$ cat src/rtl/vlock_pkg.sv
package vlock_pkg;
  localparam int TIP_W = 5;

  typedef struct packed {
    logic             burst_det;
    logic             burst_lock;
    logic             h_unlock;
    logic [TIP_W-1:0] tip;
  } vstat_t;

  localparam vstat_t VSTAT_RST = '{burst_det: 1'b0, burst_lock: 1'b0,
                                   h_unlock: 1'b1, tip: '0};
endpackage

$ cat src/rtl/vlock_hvote.sv
module vlock_hvote #(
  parameter int PIX_W = 12,
  parameter int WIN   = 15,
  parameter int CNT_W = 10
) (
  input  logic             clk,
  input  logic             rst,
  input  logic             hs_evt,
  input  logic [PIX_W-1:0] hs_pos,
  input  logic [PIX_W-1:0] hs_exp,
  input  logic             field_stb,
  output logic             hunlock_o
);
  localparam logic [CNT_W-1:0] CMAX = {CNT_W{1'b1}};

  logic signed [PIX_W:0] diff;
  logic        [PIX_W:0] mag;
  logic                  in_win;
  logic [CNT_W-1:0]      in_cnt, out_cnt, in_nx, out_nx;

  always_comb begin
    diff   = $signed({1'b0, hs_pos}) - $signed({1'b0, hs_exp});
    mag    = diff[PIX_W] ? $unsigned(-diff) : $unsigned(diff);
    in_win = (mag <= (PIX_W+1)'(WIN));
    in_nx  = in_cnt  + {{(CNT_W-1){1'b0}}, (hs_evt &  in_win & (in_cnt  != CMAX))};
    out_nx = out_cnt + {{(CNT_W-1){1'b0}}, (hs_evt & ~in_win & (out_cnt != CMAX))};
  end

  always_ff @(posedge clk) begin
    if (rst) begin
      in_cnt    <= '0;
      out_cnt   <= '0;
      hunlock_o <= 1'b1;
    end else if (field_stb) begin
      in_cnt    <= '0;
      out_cnt   <= '0;
      hunlock_o <= ((in_nx == '0) && (out_nx == '0)) ? 1'b1 : (out_nx > in_nx);
    end else begin
      in_cnt    <= in_nx;
      out_cnt   <= out_nx;
    end
  end


  hlock_hold_chk: assert property (@(posedge clk) disable iff (rst)
    (!$past(rst) && !$past(field_stb)) |-> $stable(hunlock_o));


  empty_field_chk: assert property (@(posedge clk) disable iff (rst)
    (!$past(rst) && $past(field_stb) && !$past(hs_evt) &&
     ($past(in_cnt) == '0) && ($past(out_cnt) == '0)) |-> hunlock_o);


  cnt_sat_chk: assert property (@(posedge clk) disable iff (rst)
    ((out_cnt == CMAX) && !field_stb) |=> (out_cnt == CMAX));
endmodule

$ cat src/rtl/vlock_burst.sv
module vlock_burst #(
  parameter int PH_W = 12
) (
  input  logic                   clk,
  input  logic                   rst,
  input  logic                   burst_stb,
  input  logic                   hf_seen,
  input  logic signed [PH_W-1:0] ph_err,
  input  logic        [PH_W-1:0] thr,
  output logic                   det_o,
  output logic                   lock_o
);
  logic [PH_W-1:0] mag;

  always_comb begin
    mag = ph_err[PH_W-1] ? (~ph_err + 1'b1) : ph_err;
  end

  always_ff @(posedge clk) begin
    if (rst) begin
      det_o  <= 1'b0;
      lock_o <= 1'b0;
    end else if (burst_stb) begin
      det_o  <= hf_seen;
      lock_o <= (mag <= thr);
    end
  end


  det_hold_chk: assert property (@(posedge clk) disable iff (rst)
    (!$past(rst) && !$past(burst_stb)) |-> $stable(det_o));


  lock_hold_chk: assert property (@(posedge clk) disable iff (rst)
    (!$past(rst) && !$past(burst_stb)) |-> $stable(lock_o));
endmodule

$ cat src/rtl/vlock_tip.sv
module vlock_tip #(
  parameter int TIP_W    = 5,
  parameter int NSMP_LOG = 4
) (
  input  logic             clk,
  input  logic             rst,
  input  logic             line_stb,
  input  logic             smp_vld,
  input  logic [TIP_W-1:0] smp,
  output logic [TIP_W-1:0] tip_o
);
  localparam int ACC_W = TIP_W + NSMP_LOG;
  localparam logic [NSMP_LOG:0] NSMP = (NSMP_LOG+1)'(1 << NSMP_LOG);

  logic [ACC_W-1:0]  acc;
  logic [NSMP_LOG:0] cnt;
  logic              full;

  always_comb full = (cnt == NSMP);

  always_ff @(posedge clk) begin
    if (rst) begin
      acc   <= '0;
      cnt   <= '0;
      tip_o <= '0;
    end else if (line_stb) begin
      if (full) tip_o <= acc[ACC_W-1:NSMP_LOG];
      acc <= '0;
      cnt <= '0;
    end else if (smp_vld && !full) begin
      acc <= acc + {{NSMP_LOG{1'b0}}, smp};
      cnt <= cnt + 1'b1;
    end
  end


  tip_hold_chk: assert property (@(posedge clk) disable iff (rst)
    (!$past(rst) && !$past(line_stb)) |-> $stable(tip_o));


  smp_cap_chk: assert property (@(posedge clk) disable iff (rst)
    (full && !line_stb) |=> $stable(acc));
endmodule

$ cat src/rtl/vlock_status_mon.sv
module vlock_status_mon
  import vlock_pkg::*;
#(
  parameter int PIX_W    = 12,
  parameter int PH_W     = 12,
  parameter int WIN      = 15,
  parameter int CNT_W    = 10,
  parameter int NSMP_LOG = 4
) (
  input  logic             clk,
  input  logic             rst,
  input  logic             hsync_evt_i,
  input  logic [PIX_W-1:0] hsync_pos_i,
  input  logic [PIX_W-1:0] hsync_exp_i,
  input  logic             field_stb_i,
  input  logic             line_stb_i,
  input  logic             burst_stb_i,
  input  logic             hf_seen_i,
  input  logic [PH_W-1:0]  phase_err_i,
  input  logic [PH_W-1:0]  lock_thr_i,
  input  logic             tip_vld_i,
  input  logic [TIP_W-1:0] tip_sample_i,
  output logic [7:0]       status_o
);
  logic             hunl, bdet, block;
  logic [TIP_W-1:0] tip;
  vstat_t           stat_q;

  vlock_hvote #(.PIX_W(PIX_W), .WIN(WIN), .CNT_W(CNT_W)) u_hvote (
    .clk(clk), .rst(rst), .hs_evt(hsync_evt_i), .hs_pos(hsync_pos_i),
    .hs_exp(hsync_exp_i), .field_stb(field_stb_i), .hunlock_o(hunl));

  vlock_burst #(.PH_W(PH_W)) u_burst (
    .clk(clk), .rst(rst), .burst_stb(burst_stb_i), .hf_seen(hf_seen_i),
    .ph_err($signed(phase_err_i)), .thr(lock_thr_i), .det_o(bdet), .lock_o(block));

  vlock_tip #(.TIP_W(TIP_W), .NSMP_LOG(NSMP_LOG)) u_tip (
    .clk(clk), .rst(rst), .line_stb(line_stb_i), .smp_vld(tip_vld_i),
    .smp(tip_sample_i), .tip_o(tip));

  always_ff @(posedge clk) begin
    if (rst) begin
      stat_q <= VSTAT_RST;
    end else begin
      stat_q.burst_det  <= bdet;
      stat_q.burst_lock <= block & ~hunl;
      stat_q.h_unlock   <= hunl;
      stat_q.tip        <= tip;
    end
  end

  assign status_o = stat_q;


  lock_gate_chk: assert property (@(posedge clk) disable iff (rst)
    status_o[6] |-> !status_o[5]);


  reset_val_chk: assert property (@(posedge clk)
    $past(rst) |-> (status_o == 8'h20));
endmodule

$ cat config.mk
export PLATFORM = sky130hd
export DESIGN_NAME = vlock_status_mon
export DESIGN_NICKNAME = d
export VERILOG_FILES = /design/src/rtl/vlock_pkg.sv /design/src/rtl/vlock_hvote.sv /design/src/rtl/vlock_burst.sv /design/src/rtl/vlock_tip.sv /design/src/rtl/vlock_status_mon.sv
export SDC_FILE = /design/constraint.sdc
export NUM_CORES = 1
export LEC_CHECK = 0
export BUFFER_PORTS_ARGS = -buffer_cell sky130_fd_sc_hd__buf_2
export CORE_MARGIN = 5
export CORE_UTILIZATION = 47
export DETAILED_ROUTE_END_ITERATION = 10
export PLACE_DENSITY = 0.69
export SYNTH_ARGS = -nofsm -noshare
export SYNTH_HDL_FRONTEND = slang
export SYNTH_SLANG_ARGS = --single-unit
$ cat constraint.sdc
create_clock -name clk -period 8 [get_ports clk]
set_clock_uncertainty 0.1 [all_clocks]
set_input_delay 0.8 -clock clk [delete_from_list [all_inputs] [get_ports clk]]
set_output_delay 0.8 -clock clk [all_outputs]
set_load 0.1 [all_outputs]
Word level (Yosys, flattened, before mapping)

Cells that the tools add are included.

Flip-flop bits (word level): 50
Bits of input ports: 61
Output and inout bits: 8
Word-level logic and storage cells: 44

$add $sub $neg: 7
$lt $le $gt $ge: 3
Equal/unequal tests: 3
Multiplexer cells: 3
Bitwise operators: 8
Reductions and logical operators: 8

Operator list:

| kind                                                  | count |
|---|---|
| adder 10 x 1 -> 10 bit                                | 2 |
| logical NOT 10 bit                                    | 2 |
| != test 10 bit (second input constant)                | 2 |
| <= comparator 13 x 4 -> 1 bit (second input constant) | 1 |
| 2-to-1 mux 13 bit                                     | 1 |
| negator 13 bit                                        | 1 |
| subtractor 12 x 12 -> 13 bit                          | 1 |
| adder 12 x 1 -> 12 bit (second input constant)        | 1 |
| <= comparator 12 bit                                  | 1 |
| 2-to-1 mux 12 bit                                     | 1 |
| inverter 12 bit                                       | 1 |
| > comparator 10 bit                                   | 1 |
| adder 9 x 5 -> 9 bit                                  | 1 |
| adder 5 x 1 -> 5 bit (second input constant)          | 1 |
| bitwise AND 1 bit                                     | 5 |
| equality test 5 bit (second input constant)           | 1 |
| OR reduction 2 bit                                    | 2 |
| logical AND 1 bit                                     | 2 |
| inverter 1 bit                                        | 2 |
| AND reduction 2 bit                                   | 1 |
| logical NOT 1 bit                                     | 1 |
| 2-to-1 mux 1 bit                                      | 1 |

Depth between registers and ports, before layout

Gate-level depths: netlist of run 1.

Depth after elaboration: 11
Gate-level depth with buffers: 26

Modules after synthesis

A second synthesis of run 1 with hierarchy kept.

Cells, all modules: 488
Area total of the unflattened synthesis: 4,033.9 µm²

Modules (own cells, without submodules):

| module           | times used | cells an instance | area an instance (µm²) |
|---|---|---|---|
| vlock_hvote      | 1          | 283               | 2,223.4 |
| vlock_tip        | 1          | 109               | 983.4 |
| vlock_burst      | 1          | 80                | 615.6 |
| vlock_status_mon | 1          | 16                | 211.5 |

Worst setup path after synthesis of run 1

OpenSTA, ideal clock, no wires.

Kind: in2reg
From: in hsync_pos_i[0]
To: reg u_hvote.hunlock_o
Setup time: 119 ps
Arrival time: 5,111 ps
Setup slack: 2,669 ps
Cell stages on the path: 26
Path buffers: 1
Cells stage by stage: inv_1 -> ha_1 -> fa_1 -> nand2b_1 -> a21oi_1 -> xor2_1 -> or3_1 -> clkbuf_1 -> nor3_1 -> or4_1 -> a222oi_1 -> a31oi_1 -> ha_1 -> ha_1 -> nand3_1 -> nor2_1 -> xnor2_1 -> inv_1 -> ha_1 -> nand4_1 -> nor2_1 -> a21oi_1 -> o211ai_1 -> nand2_1 -> o311a_1 -> o21bai_1

Cells in the longest elaborated chain, start to end: 11
Elaborated cells on any way between the ends: 16

Ends and longest elaborated chain:

| element                                                                     | RTL line               | source |
|---|---|---|
| from (decl)                                                                 | vlock_status_mon.sv:13 | `input logic [PIX_W-1:0] hsync_pos_i,` |
| subtractor 12 x 12 -> 13 bit (*)                                            | vlock_hvote.sv:22      | `diff = $signed({1'b0, hs_pos}) - $signed({1'b0, hs_exp});` |
| negator 13 bit                                                              | vlock_hvote.sv:23      | `mag = diff[PIX_W] ? $unsigned(-diff) : $unsigned(diff);` |
| 2-to-1 mux 13 bit (*)                                                       | vlock_hvote.sv:23      |  |
| <= comparator 13 x 4 -> 1 bit (*)                                           | vlock_hvote.sv:24      | `in_win = (mag <= (PIX_W+1)'(WIN));` |
| inverter 1 bit (*)                                                          | vlock_hvote.sv:26      | `out_nx = out_cnt + {{(CNT_W-1){1'b0}}, (hs_evt & ~in_win & (out_cnt != CMAX))};` |
| bitwise AND 1 bit (*) (2 in series)                                         | vlock_hvote.sv:26      |  |
| adder 10 x 1 -> 10 bit (*)                                                  | vlock_hvote.sv:26      |  |
| via u_hvote.out_nx[6]                                                       | vlock_hvote.sv:19      | `logic [CNT_W-1:0] in_cnt, out_cnt, in_nx, out_nx;` |
| parallel branches: the longest is 2 deep, another holds > comparator 10 bit | n/a                    |  |
| 2-to-1 mux 1 bit (*)                                                        | vlock_hvote.sv:37      | `hunlock_o <= ((in_nx == '0) && (out_nx == '0)) ? 1'b1 : (out_nx > in_nx);` |
| to (signal assigned)                                                        | vlock_hvote.sv:37      |  |
| to (decl)                                                                   | vlock_hvote.sv:12      | `output logic hunlock_o` |

Mark *: on every way through the listed nets, which the timed path passes.
A chain may end at the register's enable or synchronous reset.

Final worst setup path of run 1

From: in hsync_pos_i[7]
To: reg u_hvote.hunlock_o

Same word-level chain as after synthesis.

==> summary.md, run 1 <==
| Metric | Value |
|---|---|
| FF-to-FF End | u_hvote.hunlock_o |
| Required time worst endpoint | a little over 8 ns |
| Final Cell Area | ~4500 µm² |
| Hold_sp | u_burst.lock_o |
| Max-cap violations | 0 |
| Syn_area_per_cell | about 7.9 µm² |
| Antenna diode count | 0 |
| Worst setup margin | approximately 2.5 ns |
| All-layer global routing usage | 0.163 |
| Switch share | 0.316 |
| Fmax | about 180 MHz |
| Num CTS Buffers | 5 |
| Vias per inst | ~5.4 |
| Placed Cells incl. Taps | about 660 |
| Synth top area share | 0.252 |
| Gate power share | 0.295 |
| EDFF count, synth | 0 |
| Global-route wire length before repair | 14.3 mm |
| Max Slew Vio Count | 0 |
| Largest net degree at the start of global routing | 19 |
| P_sw | around 0.18 mW |
| Synthesis Warnings | 0 |
| Clock Power Share | 0.252 |
| Worst Setup Path Type | in -> reg |
| Largest cells by area after synthesis | dfxtp_1 25%, ha_1 15%, xnor2_1 5.9% |
| DRT iter0 DRCs | between 100 and 150 |
| Hold_ws | approximately 0.33 ns |
| Vias in the first global route | 3381 |
| Min cycle time layout | roughly 5.5 ns |
| Crit path max fanout | 11 |
| I/O Buffers | between 60 and 70 |
| Status | complete, no violations |
| Row count | 33 |
| CTS max path bufs | 2 |
| Post-CTS sizing | 0 |
| Distinct cells, synth | between 50 and 60 |
| CP dominant cell by count | ha_1 |
| Final hold violations | 0 |
| FFs w/ async S/R, synth | 0 |
| Hold_buf cts | 0 |
| CTS sink cnt | 50 |
| Die height | a little over 100 µm |
| Unrepaired setup endpoints after global routing | false |
| Syn nets | 613 |
| Wire per inst | between 10 and 15 µm |
| Total power | about 0.56 mW |
| Int Pwr | roughly 0.38 mW |
| Setup TNS Final | 0 ns |
| Fin crit share | 0.690 |
| Commonest non-fill, non-tap cell in the layout | buf_2 |
| Reg2reg start | u_hvote.out_cnt[4] |
| CP Launch Type | primary input |
| Hold worst-path end | status_o[6] |
| CP peak stage delay | roughly 0.5 ns |
| CP Cell Sequence | buf_2 > ha_1 > and3_1 > a221oi_4 > mux2i_1 > a31oi_1 > o311ai_1 > or4_1 > a222oi_1 > a31oi_1 > ha_1 > ha_1 > nand3_1 > nor2_1 > xnor2_1 > ha_1 > nand4_1 > nor2_1 > a21oi_1 > o211ai_1 > nand2_1 > o311a_1 > o21bai_1 |
| Synth Flop Type | dfxtp_1 |
| Residual DRC count | 0 |
| DR vias | between 3000 and 4000 |
| HP Class | reg -> reg |
| Arrival @ worst endpoint | between 5 and 6 ns |
| Syn-to-layout area delta | 12.5% |
| DIE WIDTH | 102 µm |
| Post-DP HPWL | between 6 and 7 mm |
| Mapped Area | between 3000 and 4000 µm² |
| Slowest CP cell | or4_1 |
| Post-route insts no fill | approximately 670 |
| Fraction of layout cells with a size suffix above 1 | 0.151 |
| Register-to-Register Path Depth | 16 |
| Commonest non-fill, non-tap cells in the layout | 68 x buf_2, 59 x nor2_1, 50 x dfxtp_1, 49 x inv_1, 47 x ha_1 |
| Setup-failing EPs final | 0 |
| Number of synthesized register bits | 50 |
| Core box area | between 8000 and 9000 µm² |
| GR Overflow Total | 0 |
| Hold depth | 2 |
| # Post-CTS Setup Buffers | 0 |
| CTS tree | yes |
| Initial antenna violation count | 0 |
| Mapped Cells | between 500 and 600 |
| Clk_lat worst skew | 0.30 ns |
| Final wirelength | 8.41 mm |
| Crit path capture type | register |
| Reg clk slew, reported paths | ~0.090 ns |
| DP Area | approximately 4400 µm² |
| Full die area | 10400 µm² |
| Gp weighted congestion | between 0.8 and 0.9 |
| Worst-Margin Slew | around 0.94 ns |
| Sequential fraction of the synthesis area | 0.252 |
| Max VDD drop | around 0.056 mV |
| Drt pass-1 iters | 4 |
| I/O Pins | 69 |
| Htree depth | 2 |
| Power density cells | roughly 130 nW/µm² |
| Cell taking the most area after synthesis | dfxtp_1 |
| Initial core utilization | 0.484 |
| Slew margin rel. | 0.366 |
| Fin util | 0.544 |
| Layout fillers | ~790 |
| Post-layout net count | about 670 |
| Sequential power share | 0.453 |
| Clk root buf | clkbuf_8 |
| Leakage dissipation | about 2.1 nW |
| Pre-CTS setup slack | between 2 and 2.5 ns |
| Post-route ant nets | 0 |
| Worst R2R Setup Slack | 4.63 ns |
synth_stat cells (2+ instances only):
master     number
nor2_1         59
dfxtp_1        50
inv_1          49
ha_1           47
nand2_1        31
a21oi_1        27
xnor2_1        27
nand3_1        20
o21ai_0        16
xor2_1         16
nor2b_1        13
clkbuf_1       12
a21o_1         11
nand4_1        11
nor3_1         10
and2_1          9
nand2b_1        9
mux2i_1         6
and3_1          5
o211ai_1        5
a31oi_1         4
nand3b_1        4
or2_2           4
a211oi_1        3
a311oi_1        3
nor4_1          3
o2111ai_1       3
o21a_1          3
o31ai_1         3
or3_1           3
or4_1           3
a21o_2          2
a32oi_1         2
and4_1          2
fa_1            2
nand4b_1        2
nor3b_1         2
o21bai_1        2
worst max-delay path, delay by kind of cell:
kind	cells	cell delay [ns]
adders and majority gates	4	1.17
buffers and inverters	1	0.10
muxes	1	0.14
xor gates and xnor gates	1	0.30
and+or+nand+nor	7	1.31
AOI/OAI and AO/OA	9	1.78
kinds of logic after synthesis:
group / share of synthesized area
compound gates: 0.169
simple gates: 0.250
xor+xnor: 0.0947
flops: 0.252
fa+ha+maj: 0.158
mux: 0.0151
buf+inv: 0.0614
per-layer routing:
metal | up-vias | global-route usage | share of wire
li1 | 1878 | - | -
met1 | 1636 | 0.213 | 0.46
met2 | 97 | 0.280 | 0.48
met3 | 12 | 0.0212 | 0.049
met4 | 0 | 0.0494 | 0.015
met5 | - | 0 | 0
cell type report:
class,count,area [µm²],area share
clock buffer,5,68.8,0.0154
clock inverter,2,15.0,0.00336
inverter,49,184,0.0411
multi-input combinational,390,2730,0.611
sequential,50,1000,0.224
tap,105,131,0.0294
timing repair buffer,68,340,0.0761
state kept, by name, summed over array words and instances (netlist names):
name / flops
u_hvote.out_cnt: 10
u_burst.det_o: 1
u_hvote.in_cnt: 10
u_burst.lock_o: 1
u_tip.cnt: 5
u_tip.tip_o: 5
status_o: 8
u_hvote.hunlock_o: 1
u_tip.acc: 9
how the worst max path moves through the flow:
stage                   endpoint            from  cells after the start  slack [ns]
3_5_place_dp   u_hvote.hunlock_o  hsync_pos_i[7]                     24        2.22
6_report       u_hvote.hunlock_o  hsync_pos_i[7]                     23        2.48
4_1_cts        u_hvote.hunlock_o  hsync_pos_i[7]                     24        2.51
3_3_place_gp   u_hvote.hunlock_o  hsync_pos_i[0]                     26        2.42
2_1_floorplan  u_hvote.hunlock_o  hsync_pos_i[0]                     26        2.67
5_1_grt        u_hvote.hunlock_o  hsync_pos_i[0]                     26        1.95
power groups by stage:
| stage | clock network, mW | logic [mW] | registers, mW |
|---|---|---|---|
| global placement | 0 | 0.161 | 0.260 |
| detailed placement | 0 | 0.165 | 0.260 |
| CTS | 0.146 | 0.166 | 0.254 |
| floorplan | 0 | 0.119 | 0.263 |
| global route | 0.156 | 0.187 | 0.254 |
| finish | 0.141 | 0.166 | 0.254 |
Note: power is estimated with default switching activity, not from simulation.
==> run 2: changes to the inputs <==
Clock period 8 ns to 5.39 ns, I/O delays scaled along.
==> summary.md, run 2 (synthesis gave the netlist of run 1 again) <==
| Metric | Value |
|---|---|
| CP Cell Sequence | buf_2 > inv_1 > ha_2 > a21o_4 > a221oi_4 > mux2i_1 > a31oi_1 > o311ai_2 > or4_1 > a222oi_1 > and4_1 > ha_1 > ha_1 > nand3_1 > xor2_1 > ha_1 > nand4_1 > nor2_2 > a21oi_1 > o211ai_1 > nand2_1 > o311a_1 > o21bai_1 |
| DRT iter0 DRCs | 127 |
| Htree depth | 2 |
| Crit path max-delay family | compound AO/OA/AOI/OAI gates |
| Vias in the first global route | roughly 3500 |
| Largest net degree at the start of global routing | 19 |
| Worst Setup Path Type | in -> reg |
| Placed Cells incl. Taps | ~670 |
| Clk_lat worst skew | 0.30 ns |
| Worst-Margin Slew | slightly below 1 ns |
| CTS max path bufs | 2 |
| Buf/Inv on CP | 2 |
| Clk root buf | clkbuf_8 |
| I/O Pins | between 60 and 70 |
| Storage cell area | between 1000 and 1500 µm² |
| Core box area | approximately 8200 µm² |
| Final Cell Area | about 4600 µm² |
| Fin util | 0.564 |
| Biggest regs | u_hvote.in_cnt (10), u_hvote.out_cnt (10), u_tip.acc (9) |
| Post-layout net count | approximately 690 |
| Gp weighted congestion | just over 0.9 |
| Arrival @ worst endpoint | 5.17 ns |
| Sequential power share | 0.418 |
| Fin crit share | 0.943 |
| CTS sink cnt | 50 |
| All-layer global routing usage | 0.167 |
| Max-cap violations | 0 |
| DR vias | roughly 3600 |
| Crit path capture type | register |
| DP Area | between 4000 and 5000 µm² |
| CP peak stage delay | roughly 0.5 ns |
| Antenna diode count | 0 |
| I/O Buffers | 68 |
| P_sw | roughly 0.27 mW |
| CTS tree | yes |
| Final hold violations | 0 |
| Initial antenna violation count | 0 |
| CP Launch Type | primary input |
| Hold_buf cts | 0 |
| Post-DP HPWL | about 7.0 mm |
| Crit path max fanout | 8 |
| Global-route wire length before repair | between 10 and 15 mm |
| Max VDD drop | between 0.09 and 0.1 mV |
| DIE WIDTH | 102 µm |
| Setup-failing EPs final | 0 |
| Num CTS Buffers | 5 |
| Pre-CTS setup slack | roughly 0.020 ns |
| HP Class | reg -> reg |
| Commonest non-fill, non-tap cells in the layout | 68 x buf_2, 58 x nor2_1, 50 x dfxtp_1, 49 x inv_1, 46 x ha_1 |
| Layout fillers | 770 |
| Fmax | slightly below 200 MHz |
| Leakage dissipation | 2.13 nW |
| Reg clk slew, reported paths | around 0.10 ns |
| Total power | between 0.9 and 1 mW |
| Die height | ~100 µm |
| Full die area | between 10000 and 15000 µm² |
| Commonest non-fill, non-tap cell in the layout | buf_2 |
| Slowest CP cell | or4_1 |
| Multi-input gate area | approximately 2800 µm² |
| Drt pass-1 iters | 4 |
| Initial core utilization | 0.484 |
| Final wirelength | about 8.6 mm |
| Power density cells | 195 nW/µm² |
| Worst setup margin | roughly 0.31 ns |
| Wire per inst | approximately 13 µm |
| Vias per inst | about 5.3 |
| Required time worst endpoint | ~5.5 ns |
| GR Overflow Total | 0 |
| Post-route insts no fill | 682 |
| # Post-CTS Setup Buffers | 0 |
| Status | complete, no violations |
| Clock Power Share | 0.299 |
| Max Slew Vio Count | 0 |
| Int Pwr | about 0.63 mW |
| Switch share | 0.304 |
| Min cycle time layout | around 5.1 ns |
| Fraction of layout cells with a size suffix above 1 | 0.184 |
| Slew margin rel. | 0.331 |
| Row count | 33 |
| Syn-to-layout area delta | 16.5% |
| Residual DRC count | 0 |
| CP dominant cell by count | ha_1 |
| Post-route ant nets | 0 |
| Gate power share | 0.284 |
run 2: cell types whose count changed in the layout (fill, tap and decap cells not counted), sizes merged:
cell	before	now
clkinvlp	2	0
inv	49	50
buf	68	80
bufinv	0	1
clkinv	0	1
run 2: worst register-to-register path: cells and delay by family, from the launching register on:
| kind | cells | cell delay (ns) |
|---|---|---|
| adders and majority gates | 3 | 0.75 |
| and+or+nand+nor | 7 | 0.96 |
| xor gates and xnor gates | 1 | 0.26 |
| DFF | 1 | 0.39 |
| AOI/OAI and AO/OA | 5 | 0.65 |
run 2: metal layers:
layer  vias to the layer above  GRT usage  wire length, µm
met5                         -          0                0
met1                      1652      0.218             4030
met4                         0     0.0444               89
li1                       1909          -                -
met3                         6     0.0212              362
met2                        71      0.292             4150
run 2: final timing paths:
kind,from,end,slack [ns],depth (start not counted)
max,hsync_exp_i[6],u_hvote.hunlock_o,0.31,23
min,u_burst.lock_o,status_o[6],0.33,2
max reg2reg,u_hvote.in_cnt[2],u_hvote.hunlock_o,2.18,16
min reg2reg,u_burst.lock_o,status_o[6],0.33,2
run 2: cell type report:
type	instances	share of cell area
multi-input cells	390	0.598
flip-flops and latches	50	0.216
repair buffers	80	0.0929
inverters	49	0.0397
well taps	105	0.0284
clock buffers	5	0.0149
clock inverters	3	0.0103
run 2: power groups by stage:
stage | combinational (mW) | sequential [mW] | clock [mW]
2_1_floorplan | 0.177 | 0.390 | 0
3_3_place_gp | 0.244 | 0.385 | 0
3_5_place_dp | 0.250 | 0.386 | 0
4_1_cts | 0.251 | 0.377 | 0.276
5_1_grt | 0.289 | 0.378 | 0.291
6_report | 0.256 | 0.377 | 0.270
run 2: what timing repair did:
item / 4_1_cts / 5_1_grt
gates resized for setup: 0 / 8
hold endpoints to repair: 0 / 0
setup endpoints to repair: 0 / 1
run 2: metrics by stage:
stage               hold slack, ns  setup TNS (ns)
finish                       0.335               0
detailed placement           0.321               0
global route                 0.349        -0.00193
floorplan                    0.307               0
global placement             0.319               0
CTS                          0.337               0
==> run 3: changes to the inputs <==
Settings changed: CORE_ASPECT_RATIO set to 0.75, SLEW_MARGIN set to 20.
==> summary.md, run 3 (synthesis gave the netlist of run 1 again) <==
| Metric | Value |
|---|---|
| Syn-to-layout area delta | 18.1% |
| CTS tree | yes |
| Final hold violations | 0 |
| Biggest regs | u_hvote.in_cnt (10), u_hvote.out_cnt (10), u_tip.acc (9) |
| Worst Setup Path Type | in -> reg |
| Worst-Margin Slew | approximately 1 ns |
| Full die area | 10400 µm² |
| Post-DP HPWL | 7.49 mm |
| Max VDD drop | approximately 0.17 mV |
| Core box area | approximately 8300 µm² |
| Post-route ant nets | 0 |
| Fraction of layout cells with a size suffix above 1 | 0.187 |
| Vias in the first global route | roughly 3600 |
| Storage cell area | 1000 µm² |
| Slowest CP cell | or4_1 |
| DIE WIDTH | 116 µm |
| Unrepaired setup endpoints after global routing | false |
| Power density cells | between 200 and 250 nW/µm² |
| Initial core utilization | 0.476 |
| Reg clk slew, reported paths | ~0.07 ns |
| Largest net degree at the start of global routing | 19 |
| Post-layout net count | between 600 and 700 |
| Fin crit share | 0.942 |
| Htree depth | 2 |
| Arrival @ worst endpoint | 5.21 ns |
| Clk_lat worst skew | about 0.29 ns |
| Die height | roughly 90 µm |
| Antenna diode count | 0 |
| I/O Buffers | around 70 |
| I/O Pins | 69 |
| Final wirelength | approximately 9.3 mm |
| CP Launch Type | primary input |
| Drt pass-1 iters | 6 |
| Num CTS Buffers | 5 |
| Setup-failing EPs final | 0 |
| Wire per inst | around 14 µm |
| CTS sink cnt | 50 |
| Clk root buf | clkbuf_16 |
| Crit path capture type | register |
| DRT iter0 DRCs | 327 |
| Commonest non-fill, non-tap cells in the layout | 68 x buf_2, 58 x nor2_1, 50 x dfxtp_1, 49 x inv_1, 46 x ha_1 |
| Required time worst endpoint | ~5.5 ns |
| CP Cell Sequence | buf_2 > inv_1 > ha_1 > fa_2 > nor2b_2 > o211ai_1 > a21o_1 > a21o_2 > and2_1 > or4_1 > a222oi_1 > and4_1 > ha_1 > ha_1 > nand3_1 > xor2_2 > ha_1 > nand4_1 > nor2_2 > a21oi_1 > o211ai_1 > nand2_1 > o311a_1 > o21bai_1 |
| All-layer global routing usage | 0.181 |
| Gp weighted congestion | approximately 0.94 |
| Slew margin rel. | 0.313 |
| Max-cap violations | 0 |
| Row count | 29 |
| Crit path max-delay family | simple AND/OR/NAND/NOR gates |
| Hold_buf cts | 0 |
| Crit path max fanout | 4 |
| CTS max path bufs | 2 |
| Multi-input gate area | about 2800 µm² |
| Setup TNS Final | 0 ns |
| HP Class | reg -> reg |
| Layout fillers | between 800 and 900 |
| GR Overflow Total | 0 |
| CP peak stage delay | roughly 0.53 ns |
| Min cycle time layout | around 5 ns |
| Residual DRC count | 0 |
| Fmax | 197 MHz |
| Vias per inst | around 5.4 |
| Buf/Inv on CP | 2 |
| Max Slew Vio Count | 0 |
| Initial antenna violation count | 0 |
| Commonest non-fill, non-tap cell in the layout | buf_2 |
| DR vias | 3734 |
| Status | complete, no violations |
| Global-route wire length before repair | 15.7 mm |
| CP dominant cell by count | ha_1 |
| Leakage dissipation | approximately 2.2 nW |
| Total power | 0.968 mW |
run 3: changes by cell type in the layout (fill, tap and decap cells not counted), sizes merged:
cell / change
bufinv: -1
buf: +5
inv: +1
run 3: cell type report:
class                           count  area share
Multi-Input combinational cell    390       0.586
Sequential cell                    50       0.213
Timing Repair Buffer               85      0.0997
Inverter                           49      0.0392
Tap cell                          108      0.0288
Clock buffer                        5      0.0267
Clock inverter                      3     0.00613
run 3: path summary, 6_finish.rpt:
| kind | from | to | slack (ns) | depth (start not counted) |
|---|---|---|---|---|
| setup / recovery | hsync_pos_i[0] | u_hvote.hunlock_o | 0.31 | 24 |
| hold / removal | u_burst.lock_o | status_o[6] | 0.33 | 2 |
| setup reg to reg | u_hvote.in_cnt[2] | u_hvote.hunlock_o | 2.21 | 16 |
| hold reg to reg | u_burst.lock_o | status_o[6] | 0.33 | 2 |
run 3: power breakdown:
group	leakage, nW	internal, mW	total [mW]	switching (mW)
Clock	0.0763	0.178	0.328	0.150
Combinational	1.69	0.116	0.262	0.146
Sequential	0.404	0.374	0.378	0.00339
Total	2.17	0.668	0.968	0.300
run 3: metrics by stage:
step / hold slack, ns / cell area, µm² / worst slack, ns / utilization / std cells
floorplan: 0.307 / 3980 / 0.320 / - / 503
global placement: 0.321 / 4500 / 0.103 / 0.539 / 679
detailed placement: 0.321 / 4500 / -0.0234 / 0.539 / 679
CTS: 0.334 / 4650 / 0.194 / 0.557 / 687
global route: 0.359 / 4690 / 0.000918 / 0.563 / 690
finish: 0.333 / 4690 / 0.312 / 0.563 / 690
run 3: metal layers:
| layer | wire, µm | vias up | GRT usage |
|---|---|---|---|
| met1 | 4600 | 1688 | 0.258 |
| met3 | 547 | 13 | 0.0275 |
| met5 | 0 | - | 0 |
| li1 | - | 1920 | - |
| met2 | 4060 | 113 | 0.290 |
| met4 | 123 | 0 | 0.0432 |
run 3: worst register-to-register path, stage by stage (launching register included):
cell	delay (ns)
dfxtp_1	0.39
and3_1	0.28
nand4_1	0.13
o21a_1	0.17
and4_1	0.19
ha_1	0.21
ha_1	0.27
nand3_1	0.11
xor2_1	0.22
ha_1	0.28
nand4_1	0.15
nor2_2	0.06
a21oi_1	0.14
o211ai_1	0.10
nand2_1	0.07
o311a_1	0.15
o21bai_1	0.07
run 3: what timing repair did:
action	in CTS	in global routing
resized for setup	0	6
setup endpoints to repair	0	1
buffers inserted	0	3
